--- config.mk ---
export PLATFORM = sky130hd
export DESIGN_NAME = dual_slope_seq
export DESIGN_NICKNAME = d
export VERILOG_FILES = /design/src/rtl/dsq_pkg.sv /design/src/rtl/dsq_tick_gen.sv /design/src/rtl/dsq_bcd_cnt.sv /design/src/rtl/dsq_ctrl.sv /design/src/rtl/dual_slope_seq.sv
export SDC_FILE = /design/constraint.sdc
export NUM_CORES = 1
export LEC_CHECK = 0
export BUFFER_PORTS_ARGS = -buffer_cell sky130_fd_sc_hd__buf_2
export CAP_MARGIN = 10
export CELL_PAD_IN_SITES_DETAIL_PLACEMENT = 2
export CELL_PAD_IN_SITES_GLOBAL_PLACEMENT = 2
export CORE_UTILIZATION = 39
export DETAILED_ROUTE_END_ITERATION = 10
export PLACE_DENSITY_LB_ADDON = 0.1
export SLEW_MARGIN = 20
export SYNTH_ARGS = -nofsm -noshare
export SYNTH_HDL_FRONTEND = slang
export SYNTH_SLANG_ARGS = --single-unit
--- constraint.sdc ---
create_clock -name clk_i -period 2.7 [get_ports clk_i]
set_input_delay 0.405 -clock clk_i [delete_from_list [all_inputs] [get_ports clk_i]]
set_output_delay 0.405 -clock clk_i [all_outputs]
set_load 0.005 [all_outputs]
--- src/rtl/dsq_pkg.sv ---
package dsq_pkg;

  typedef enum logic [1:0] {
    PH_AZ  = 2'd0,
    PH_INT = 2'd1,
    PH_DE  = 2'd2
  } phase_e;

  // Packs a non-negative integer into 16 BCD digits, units in the low nibble.
  function automatic logic [63:0] to_bcd(int unsigned v);
    logic [63:0] r;
    int unsigned x;
    r = '0;
    x = v;
    for (int i = 0; i < 16; i++) begin
      r[i*4 +: 4] = 4'(x % 10);
      x = x / 10;
    end
    return r;
  endfunction

endpackage

--- src/rtl/dsq_tick_gen.sv ---
module dsq_tick_gen #(
  parameter int DIV = 4
) (
  input  logic clk_i,
  input  logic rst_ni,
  output logic tick_o
);
  localparam int W = (DIV > 1) ? $clog2(DIV) : 1;
  localparam logic [W-1:0] LAST = W'(DIV - 1);

  logic [W-1:0] cnt_q;

  assign tick_o = (cnt_q == LAST);

  always_ff @(posedge clk_i or negedge rst_ni) begin
    if (!rst_ni)     cnt_q <= '0;
    else if (tick_o) cnt_q <= '0;
    else             cnt_q <= cnt_q + W'(1);
  end
endmodule

--- src/rtl/dsq_bcd_cnt.sv ---
module dsq_bcd_cnt #(
  parameter int NDIG = 4
) (
  input  logic              clk_i,
  input  logic              rst_ni,
  input  logic              clr_i,
  input  logic              inc_i,
  output logic [NDIG*4-1:0] digits_o
);
  logic [NDIG:0] carry;

  assign carry[0] = inc_i;

  for (genvar d = 0; d < NDIG; d++) begin : g_dig
    logic [3:0] dig_q;

    assign carry[d+1]        = carry[d] && (dig_q == 4'd9);
    assign digits_o[d*4 +: 4] = dig_q;

    always_ff @(posedge clk_i or negedge rst_ni) begin
      if (!rst_ni)       dig_q <= '0;
      else if (clr_i)    dig_q <= '0;
      else if (carry[d]) dig_q <= (dig_q == 4'd9) ? 4'd0 : dig_q + 4'd1;
    end
  end
endmodule

--- src/rtl/dsq_ctrl.sv ---
module dsq_ctrl
  import dsq_pkg::*;
#(
  parameter int INT_CNT = 1000,
  parameter int DE_MAX  = 2000,
  parameter int CYCLE   = 4000
) (
  input  logic   clk_i,
  input  logic   rst_ni,
  input  logic   tick_i,
  input  logic   cmp_i,
  input  logic   full_i,
  output phase_e phase_o,
  output logic   integ_pos_o,
  output logic   cnt_clr_o,
  output logic   cnt_inc_o,
  output logic   done_o,
  output logic   over_o
);
  localparam int TW = $clog2(CYCLE);
  localparam logic [TW-1:0] TOT_LAST = TW'(CYCLE - 1);
  localparam logic [TW-1:0] INT_LAST = TW'(INT_CNT - 1);
  // reset as if a full-length de-integrate just ended
  localparam logic [TW-1:0] TOT_RST  = TW'(INT_CNT + DE_MAX);

  phase_e        ph_q;
  logic [TW-1:0] tot_q;
  logic          pos_q;
  logic          trip;
  logic          int_end;

  assign trip    = (cmp_i != pos_q);
  assign int_end = (ph_q == PH_INT) && tick_i && (tot_q == INT_LAST);
  assign done_o  = (ph_q == PH_DE) && tick_i && (trip || full_i);
  assign over_o  = done_o && !trip;

  assign cnt_clr_o   = int_end;
  assign cnt_inc_o   = (ph_q == PH_DE) && tick_i && !done_o;
  assign phase_o     = ph_q;
  assign integ_pos_o = pos_q;

  always_ff @(posedge clk_i or negedge rst_ni) begin
    if (!rst_ni) begin
      ph_q  <= PH_AZ;
      tot_q <= TOT_RST;
      pos_q <= 1'b0;
    end else if (tick_i) begin
      tot_q <= (tot_q == TOT_LAST) ? '0 : tot_q + TW'(1);
      unique case (ph_q)
        PH_AZ:  if (tot_q == TOT_LAST) ph_q <= PH_INT;
        PH_INT: if (tot_q == INT_LAST) begin
                  ph_q  <= PH_DE;
                  pos_q <= cmp_i;
                end
        PH_DE:  if (trip || full_i) ph_q <= PH_AZ;
        default: ph_q <= PH_AZ;
      endcase
    end
  end
endmodule

--- src/rtl/dual_slope_seq.sv ---
module dual_slope_seq
  import dsq_pkg::*;
#(
  parameter int DIV     = 4,
  parameter int INT_CNT = 1000,
  parameter int DE_MAX  = 2000,
  parameter int CYCLE   = 4000
) (
  input  logic       clk_i,
  input  logic       rst_ni,
  input  logic       cmp_i,
  input  logic       hold_i,
  output logic       az_en_o,
  output logic       int_en_o,
  output logic       de_en_o,
  output logic       ref_neg_o,
  output logic [3:0] ones_o,
  output logic [3:0] tens_o,
  output logic [3:0] hund_o,
  output logic       thou_o,
  output logic       neg_o,
  output logic       over_o
);
  localparam int NDIG = 4;
  localparam logic [63:0] FULL_ALL = to_bcd(DE_MAX - 1);
  localparam logic [NDIG*4-1:0] FULL_BCD = FULL_ALL[NDIG*4-1:0];

  logic              tick;
  logic              full;
  logic              integ_pos;
  logic              cnt_clr, cnt_inc, done, over_now;
  phase_e            phase;
  logic [NDIG*4-1:0] dig;

  dsq_tick_gen #(.DIV(DIV)) u_tick (
    .clk_i (clk_i),
    .rst_ni(rst_ni),
    .tick_o(tick)
  );

  dsq_ctrl #(
    .INT_CNT(INT_CNT),
    .DE_MAX (DE_MAX),
    .CYCLE  (CYCLE)
  ) u_ctrl (
    .clk_i      (clk_i),
    .rst_ni     (rst_ni),
    .tick_i     (tick),
    .cmp_i      (cmp_i),
    .full_i     (full),
    .phase_o    (phase),
    .integ_pos_o(integ_pos),
    .cnt_clr_o  (cnt_clr),
    .cnt_inc_o  (cnt_inc),
    .done_o     (done),
    .over_o     (over_now)
  );

  dsq_bcd_cnt #(.NDIG(NDIG)) u_cnt (
    .clk_i   (clk_i),
    .rst_ni  (rst_ni),
    .clr_i   (cnt_clr),
    .inc_i   (cnt_inc),
    .digits_o(dig)
  );

  assign full = (dig == FULL_BCD);

  assign az_en_o   = (phase == PH_AZ);
  assign int_en_o  = (phase == PH_INT);
  assign de_en_o   = (phase == PH_DE);
  assign ref_neg_o = de_en_o && integ_pos;

  always_ff @(posedge clk_i or negedge rst_ni) begin
    if (!rst_ni) begin
      ones_o <= '0;
      tens_o <= '0;
      hund_o <= '0;
      thou_o <= 1'b0;
      neg_o  <= 1'b0;
      over_o <= 1'b0;
    end else if (done && !hold_i) begin
      ones_o <= dig[3:0];
      tens_o <= dig[7:4];
      hund_o <= dig[11:8];
      thou_o <= |dig[15:12];
      neg_o  <= !integ_pos;
      over_o <= over_now;
    end
  end
endmodule

==> flow_summary.json, run 1 <==
{
  "status": "finished clean",
  "grt_max_degree": 26,
  "critical-path-top-delay-family": "simple AND/OR/NAND/NOR gates",
  "antenna_cells": 0,
  "row_count": 28,
  "fp.dieH_um": 82.4,
  "cts-root-buf": "clkbuf_8",
  "crit_buf_inv": 1,
  "drc": 0,
  "cpMaxStageDelayCell": "nor4_4",
  "nets": 276,
  "power_density_nw_per_um2": 451,
  "r2r_cells": 6,
  "finalWorstSetupSlack_ns": 0.534,
  "arrival_ns": 2.36,
  "io_buffers": 22,
  "drt_pass1_iterations": 4,
  "drv_slew": 0,
  "crit_path_start_kind": "flop",
  "die_width_um": 82.4,
  "path_clk_slew_ns": 0.11,
  "grt_usage": 0.212,
  "synth_mux_area_frac": 0.0819,
  "cts_buffers": 5,
  "syn2layout_area_growth_pct": 13.1,
  "cp_cell_sequence": "inv_1, ha_1, nand3b_1, nor4_4, o21ai_4, mux2_4",
  "clock_latency_ns": 0.31,
  "synth_seq_cells": 48,
  "crit_path_end_kind": "flop",
  "ys_seq_area_frac": 0.480,
  "cap_viol_max_count": 0,
  "cts_max_level": 2,
  "finalSetupTns_ns": 0,
  "gp_congestion": 0.742,
  "rsz0062_at_grt": "no",
  "instances_no_fill": 340,
  "syn-num-nets": 248,
  "critPathLaunch": "u_cnt.g_dig[0].dig_q[1]",
  "max_stage_delay_ns": 0.54,
  "criticalPathCategory": "reg -> reg",
  "grt_pass1_vias": 2146,
  "cts_hold_buf": 0,
  "postRouteWirelength_um": 6390,
  "clock_path_buffers": 2,
  "dieArea_sq_um": 6790,
  "synth_top_area_cell": "dfrtp_1",
  "synth.area.top_cells": "dfrtp_1 (41%), dfstp_2 (7.3%), mux2_4 (4.8%)",
  "dp.cells": 332,
  "fmax_ghz": 0.462,
  "synth_top_family_by_area": "simple AND/OR/NAND/NOR gates",
  "cp_num_cells": 6,
  "antenna_violating_nets_post_route": 0,
  "fin_area_sq_um": 2850,
  "slew_headroom": 0.551,
  "cts.sinks": 48,
  "antenna_found_initial": 0,
  "hold_path_class": "in -> async",
  "post_cts_buffers": 0,
  "postCtsResizedCells": 0,
  "synth_area_per_cell_sq_um": 10.7,
  "synth_compound_area_frac": 0.109,
  "drive_gt1_frac": 0.242,
  "synth_common_cells": "dfrtp_1 (41), nand2_1 (15), nor2_1 (15), o21ai_0 (13)",
  "syn-cell-area_sq_um": 2520,
  "tritoncts": "yes",
  "min_period_over_period": 0.802,
  "hold_viol_final": 0,
  "synth_adder_area_share": 0.0397,
  "min_period_ns": 2.17,
  "fin_util": 0.470,
  "cellLeakagePower_nw": 1.31,
  "ys.warnings.count": 0,
  "synth_top_area_share": 0.407,
  "post-place-ws_ns": 0.517,
  "first_iter_violations": 73,
  "cp.required_ns": 2.89,
  "yosys.area_share.simple": 0.219,
  "vias": 1936,
  "wl_per_cell_um": 18.8,
  "fp.coreArea_sq_um": 6060,
  "gr-total-overflow": 0,
  "synthCells": 236,
  "grt_pass1_wl_um": 10700,
  "worst_slew_pin_slew_ns": 0.670,
  "rrSetupSlack_ns": 0.53,
  "setup_viol": 0,
  "r2r_end": "ones_o[0]",
  "path_max_fanout": 14,
  "clock_skew_ns": 0.0151,
  "initial_core_util": 0.416,
  "place_area_sq_um": 2740,
  "r2r_start": "u_cnt.g_dig[0].dig_q[1]",
  "post_synth_num_cell_types": 52,
  "crit_end": "ones_o[0]",
  "synthXorXnorAreaFrac": 0.0417,
  "synth-async-reset-ratio": 1.00,
  "post-dp-hpwl_um": 4560,
  "synth-edff-count": 0,
  "io_pins": 23,
  "synth.most_common_cell": "dfrtp_1",
  "ir_drop_mv": 0.231,
  "avgViaCountPerCell": 5.69,
  "synthFlopType": "dfrtp_1"
}
## cell families after synthesis
| logic type | count (synthesis) |
|---|---|
| compound gates | 43 |
| xor+xnor | 12 |
| fa+ha+maj | 8 |
| buf+inv | 17 |
| flops | 48 |
| mux | 16 |
| simple gates | 92 |
## routing by layer
layer  track usage  vias up  share of wire  routed length (um)
met3        0.0407        4          0.023                 147
met1         0.258     1000           0.45                2900
met4        0.0474        0         0.0086                  55
met5             0        -              0                   0
li1              -      914              -                   -
met2         0.384       18           0.51                3290
## how the worst min path moves through the flow
| stage | startpoint | endpoint | slack, ns | cells past startpoint |
|---|---|---|---|---|
| after global placement | u_tick.cnt_q[0] | u_tick.cnt_q[0] | 0.42 | 1 |
| after detailed placement | u_tick.cnt_q[0] | u_tick.cnt_q[0] | 0.42 | 1 |
| after floorplan | rst_ni | hund_o[0] | 0.11 | 0 |
| after global routing | rst_ni | u_cnt.g_dig[0].dig_q[0] | 0.12 | 1 |
| after CTS | rst_ni | u_cnt.g_dig[0].dig_q[0] | 0.11 | 1 |
| final | rst_ni | u_cnt.g_dig[0].dig_q[0] | 0.09 | 1 |
## worst reg2reg max path, stage by stage (launching register included)
cell and delay [ns]:
dfrtp_1 0.45, inv_1 0.08, ha_1 0.18, nand3b_1 0.15
nor4_4 0.54, o21ai_4 0.29, mux2_4 0.37
## per-stage QoR
step,hold slack (ns),total power [mW]
final,0.0884,1.29
after global routing,0.118,1.33
after CTS,0.111,1.30
after detailed placement,0.423,0.758
after global placement,0.417,0.758
after floorplan,0.109,0.736
## placed cells by master, fill, tap and decap left out, types with 6 or more instances in the layout
master    netlist  layout
o21ai_0        13      13
nand3_1         8       8
buf_2           0      22
dfstp_2         7       7
nand3b_1        8       8
nand4_1         6       6
a21oi_1        12      12
nor2_1         15      15
xnor2_1        10      10
nand2_1        15      15
mux2_4          8       8
ha_1            8       8
inv_1          12      12
dfrtp_1        41      41
## final cells by class
class | instances | area (sq um)
fill | 645 | 3210
multi-input combinational | 171 | 1240
sequential | 48 | 1210
timing repair buffer | 26 | 153
tap | 75 | 93.8
clock buffer | 5 | 68.8
inverter | 12 | 45.0
clock inverter | 3 | 42.5
## report_power, final
group | total (mW) | switching, mW | leakage (nW) | internal, mW
registers | 0.719 | 0 | 0.600 | 0.719
clock network | 0.542 | 0.268 | 0.0541 | 0.275
logic | 0.0244 | 0.0189 | 0.655 | 0.00554
total | 1.29 | 0.287 | 1.31 | 0.999
## state kept, by name (all words and copies together) (netlist names)
register / count
neg_o: 1
ones_o: 4
thou_o: 1
u_ctrl.phase_o: 2
u_ctrl.integ_pos_o: 1
hund_o: 4
u_cnt.g_dig.dig_q: 16
over_o: 1
u_ctrl.tot_q: 12
tens_o: 4
u_tick.cnt_q: 2
Note: power is estimated with default switching activity, not from simulation.
==> inputs of run 2 (changes only) <==
- CORE_UTILIZATION: 39 -> 35
- clock period: 2.7 -> 1.86 ns (I/O delays scaled with it)
==> run 2 against run 1 <==
Net effect: the flow now finishes with violations (setup timing); clock skew up 0.0023 ns; core utilization up 1.3 points; fmax up 16%; sequential share of layout area down 6.0 points; total power up 45%; hold slack better by 0.15 ns; global-route usage down 0.47 points; clock power up 44%; via count up 7.8%.
==> flow_summary.json, run 2 (same netlist as run 1, synthesis figures left out) <==
{
  "cts_max_level": 2,
  "final_common_cell": "buf_4",
  "clock_skew_ns": 0.0174,
  "holdWs_ns": 0.234,
  "finalWorstSetupSlack_ns": -0.0104,
  "drv_slew": 0,
  "die_width_um": 86.9,
  "status": "complete, but fails checks",
  "rrSetupSlack_ns": -0.01,
  "min_period_over_period": 1.01,
  "postRouteWirelength_um": 7280,
  "hold_path_depth": 3,
  "min_period_ns": 1.87,
  "fp.dieH_um": 86.9,
  "drive_gt1_frac": 0.386,
  "vias": 2087,
  "dp.cells": 395,
  "drc": 0,
  "drt_pass1_iterations": 4,
  "cts_buffers": 5,
  "power.total_mw": 1.87,
  "gp_congestion": 0.798,
  "largest_reg_flops": 16,
  "syn2layout_area_growth_pct": 31.8,
  "cts.sinks": 48,
  "arrival_ns": 2.08,
  "first_iter_violations": 61,
  "tritoncts": "yes",
  "ir_drop_mv": 0.252,
  "clock_latency_ns": 0.32,
  "place_area_sq_um": 3090,
  "path_max_fanout": 9,
  "hold_viol_final": 0,
  "top_regs": "u_cnt.g_dig.dig_q (16), u_ctrl.tot_q (12)",
  "r2r_cells": 7,
  "fmax_ghz": 0.535,
  "cap_viol_max_count": 0,
  "gr-total-overflow": 0,
  "fp.coreArea_sq_um": 6870,
  "violations": "setup timing",
  "grt_pass1_vias": 2312,
  "avgViaCountPerCell": 5.07,
  "grt_usage": 0.207,
  "cts-root-buf": "clkbuf_8",
  "post-dp-hpwl_um": 5350,
  "path_clk_slew_ns": 0.10,
  "antenna_violating_nets_post_route": 0,
  "final_cell_mix": "buf_4 (50), dfrtp_1 (41), buf_2 (22), nor2_1 (15), nand2_1 (15)",
  "row_count": 30,
  "initial_core_util": 0.367,
  "grt_pass1_wl_um": 11700,
  "hold_path_class": "in -> reg",
  "worst_slew_pin_slew_ns": 0.531,
  "fin_area_sq_um": 3320,
  "criticalPathCategory": "reg -> reg",
  "finalSetupTns_ns": -0.0468,
  "rsz0062_at_grt": "yes",
  "antenna_found_initial": 0,
  "cellLeakagePower_nw": 1.57,
  "fin_util": 0.484,
  "nets": 327,
  "fill_cells": 739,
  "slew_headroom": 0.646,
  "io_buffers": 22,
  "antenna_cells": 0,
  "instances_no_fill": 412,
  "wl_per_cell_um": 17.7,
  "cp.required_ns": 2.07,
  "grt_max_degree": 23,
  "top_register": "u_cnt.g_dig.dig_q",
  "setup_viol": 6,
  "clock_path_buffers": 2,
  "crit_path_end_kind": "flop",
  "io_pins": 23,
  "dieArea_sq_um": 7550,
  "post-place-ws_ns": -0.0477,
  "crit_path_start_kind": "flop",
  "power_density_nw_per_um2": 562
}
[run 2: path summary, 6_finish.rpt]
path | startpoint | endpoint
worst max-delay path | u_cnt.g_dig[0].dig_q[1] | ones_o[2]
worst max register to register | u_cnt.g_dig[0].dig_q[1] | ones_o[2]
worst min register to register | u_tick.cnt_q[0] | u_tick.cnt_q[0]
worst min-delay path | cmp_i | u_ctrl.integ_pos_o
min in group asynchronous | rst_ni | u_cnt.g_dig[3].dig_q[3]
max in group asynchronous | rst_ni | u_ctrl.tot_q[5]
[run 2: routing by layer]
metal | track usage | vias to the layer above | routed length (um)
met4 | 0.0773 | 0 | 113
met3 | 0.0227 | 8 | 72
met1 | 0.250 | 1051 | 3330
li1 | - | 1013 | -
met5 | 0 | - | 0
met2 | 0.379 | 15 | 3760
[run 2: critical path, stage by stage, from the launching register on]
cell and delay [ns]:
dfrtp_1 0.40, inv_1 0.06, ha_2 0.19, nand3b_1 0.15, nor4_4 0.40, o21ai_4 0.11
buf_12 0.17, mux2_4 0.29
[run 2: report_power, final]
part	total, mW	internal (mW)	leakage (nW)	switching [mW]
combinational	0.0443	0.0135	0.917	0.0308
clock	0.778	0.403	0.0524	0.374
sequential	1.04	1.04	0.600	0
[run 2: what timing repair did]
| action | in CTS | in global routing |
|---|---|---|
| hold endpoints to repair | 15 | 0 |
| pin swaps | 4 | 9 |
| setup endpoints to repair | 16 | 26 |
| hold buffers | 1 | 0 |
| setup buffers | 1 | 7 |
| resized for setup | 9 | 8 |
[run 2: area by class of cell]
cell class | instances | area [sq um] | share of cell area
clock buffers | 7 | 76.3 | 0.0230
clock inverters | 1 | 30.0 | 0.00904
inverters | 12 | 45.0 | 0.0136
multi-input cells | 171 | 1280 | 0.386
flip-flops and latches | 48 | 1210 | 0.364
well taps | 96 | 120 | 0.0362
repair buffers | 77 | 558 | 0.168
==> inputs of run 3 (changes only) <==
- CORE_MARGIN: not set -> 3
==> run 3 against run 2 <==
Net effect: the run still ends with setup timing left; total power down 6.9%; via count up 4.4%; clock skew down 0.011 ns; fmax down 4.5%; largest cell class unchanged; highest routed layer unchanged.
==> flow_summary.json, run 3 (same netlist as run 1, synthesis figures left out) <==
{
  "status": "complete, but fails checks",
  "violations": "setup timing",
  "fp.coreArea_sq_um": 6910,
  "antenna_cells": 0,
  "die_width_um": 90.9,
  "path_clk_slew_ns": 0.09,
  "cts_buffers": 5,
  "dp.cells": 392,
  "syn2layout_area_growth_pct": 34.7,
  "antenna_found_initial": 0,
  "met1_usage": 0.221,
  "nets": 331,
  "dieArea_sq_um": 8260,
  "pwr-share-comb": 0.024,
  "post-place-ws_ns": -0.0660,
  "critical-path-top-delay-family": "simple AND/OR/NAND/NOR gates",
  "criticalPathCategory": "reg -> reg",
  "grt_pass1_wl_um": 11900,
  "cts-root-buf": "clkbuf_8",
  "finalWorstSetupSlack_ns": -0.0985,
  "grt_use_met3": 0.0183,
  "drc": 0,
  "met2_usage": 0.321,
  "clock_path_buffers": 2,
  "seqPwrFrac": 0.601,
  "cp_cell_sequence": "inv_1, ha_2, nand3b_1, nor4_4, buf_4, nor2_1, a221o_1",
  "gp_congestion": 0.771,
  "drt_pass1_iterations": 4,
  "gr-total-overflow": 0,
  "drv_slew": 0,
  "vias": 2178,
  "grt_pass1_vias": 2345,
  "drive_gt1_frac": 0.416,
  "max_stage_delay_ns": 0.40,
  "clock_skew_ns": 0.00599,
  "initial_core_util": 0.365,
  "io_buffers": 22,
  "first_iter_violations": 81,
  "grt_usage": 0.178,
  "min_period_ns": 1.96,
  "cp.required_ns": 2.03,
  "row_count": 30,
  "top_register": "u_cnt.g_dig.dig_q",
  "arrival_ns": 2.13,
  "cap_viol_max_count": 0,
  "instances_no_fill": 416,
  "min_period_over_period": 1.05,
  "final_cell_mix": "buf_4 (53), dfrtp_1 (41), buf_2 (22), nor2_1 (15), nand2_1 (15)",
  "cellLeakagePower_nw": 1.60,
  "switching_share": 0.221,
  "crit_path_start_kind": "flop",
  "largest_reg_flops": 16,
  "fp.dieH_um": 90.9,
  "ir_drop_mv": 0.224,
  "cts.sinks": 48,
  "io_pins": 23,
  "final_common_cell": "buf_4",
  "antenna_violating_nets_post_route": 0,
  "worst_slew_pin_slew_ns": 0.574,
  "setup_viol": 12,
  "crit_buf_inv": 2,
  "avgViaCountPerCell": 5.24,
  "wl_per_cell_um": 19.4,
  "cpMaxStageDelayCell": "nor4_4",
  "p_int_mw": 1.35,
  "rsz0062_at_grt": "yes",
  "top_regs": "u_cnt.g_dig.dig_q (16), u_ctrl.tot_q (12)",
  "grt_max_degree": 49,
  "postRouteWirelength_um": 8070,
  "hold_viol_final": 0,
  "crit_path_end_kind": "flop",
  "clock_latency_ns": 0.30,
  "fmax_ghz": 0.511,
  "tritoncts": "yes",
  "power_density_nw_per_um2": 511,
  "clock_power_share": 0.375,
  "path_max_fanout": 5,
  "cts_max_level": 2,
  "post-dp-hpwl_um": 5040,
  "slew_headroom": 0.616,
  "busiest_layer": "met2",
  "multi_input_comb_area_sq_um": 1330,
  "netSwitchingPower_mw": 0.384,
  "fill_cells": 748,
  "rrSetupSlack_ns": -0.1,
  "ff_latch_area_sq_um": 1210,
  "hold_path_class": "in -> reg"
}
run 3: path summary, 6_finish.rpt:
check	depth (start not counted)	startpoint	to
min in group asynchronous	3	rst_ni	tens_o[1]
max in group asynchronous	3	rst_ni	u_ctrl.tot_q[11]
worst min register to register	1	hund_o[3]	hund_o[3]
worst min-delay path	3	cmp_i	u_ctrl.integ_pos_o
worst max register to register	7	u_cnt.g_dig[0].dig_q[1]	u_ctrl.phase_o[1]
worst max-delay path	7	u_cnt.g_dig[0].dig_q[1]	u_ctrl.phase_o[1]
run 3: power groups by stage:
stage	logic (mW)	clock network, mW	registers, mW
2_1_floorplan	0.00419	0	1.06
3_3_place_gp	0.0394	0	1.06
3_5_place_dp	0.0394	0	1.06
4_1_cts	0.0411	0.681	1.04
5_1_grt	0.0466	0.725	1.04
6_report	0.0415	0.651	1.04
run 3: worst reg2reg max path, stage by stage (launching register included):
cell and delay [ns]:
dfrtp_1 0.39, inv_1 0.06, ha_2 0.18, nand3b_1 0.16, nor4_4 0.40, buf_4 0.22
nor2_1 0.07, a221o_1 0.35
run 3: final cells by class:
cell class / instances / share of cell area
Clock inverter: 2 / 0.00295
Tap cell: 96 / 0.0354
Multi-Input combinational cell: 171 / 0.391
Clock buffer: 6 / 0.0243
Sequential cell: 48 / 0.356
Inverter: 12 / 0.0133
Timing Repair Buffer: 81 / 0.177
run 3: metrics by stage:
step	cell area, sq um	utilization	power [mW]	setup TNS [ns]	hold WS [ns]
after global routing	3400	0.492	1.82	-3.17	0.306
final	3400	0.492	1.74	-0.270	0.286
after detailed placement	3080	0.447	1.10	-0.148	0.306
after global placement	3080	0.447	1.10	0	0.292
after CTS	3250	0.471	1.77	-0.00892	0.256
after floorplan	2520	-	1.07	-0.235	-0.0166
run 3: routing by layer:
metal | vias to the layer above | part of all wire | wire length, um
met5 | - | 0 | 0
met4 | 0 | 0.015 | 121
met3 | 10 | 0.018 | 143
met2 | 26 | 0.56 | 4490
met1 | 1119 | 0.41 | 3320
li1 | 1023 | - | -
run 3: timing repair:
item | CTS | global route
endpoints found under the setup margin | 14 | 32
pin swaps | 3 | 7
buffers inserted | 5 | 10
hold buffers | 1 | 0
endpoints found under the hold margin | 41 | 0
resized for setup | 9 | 18
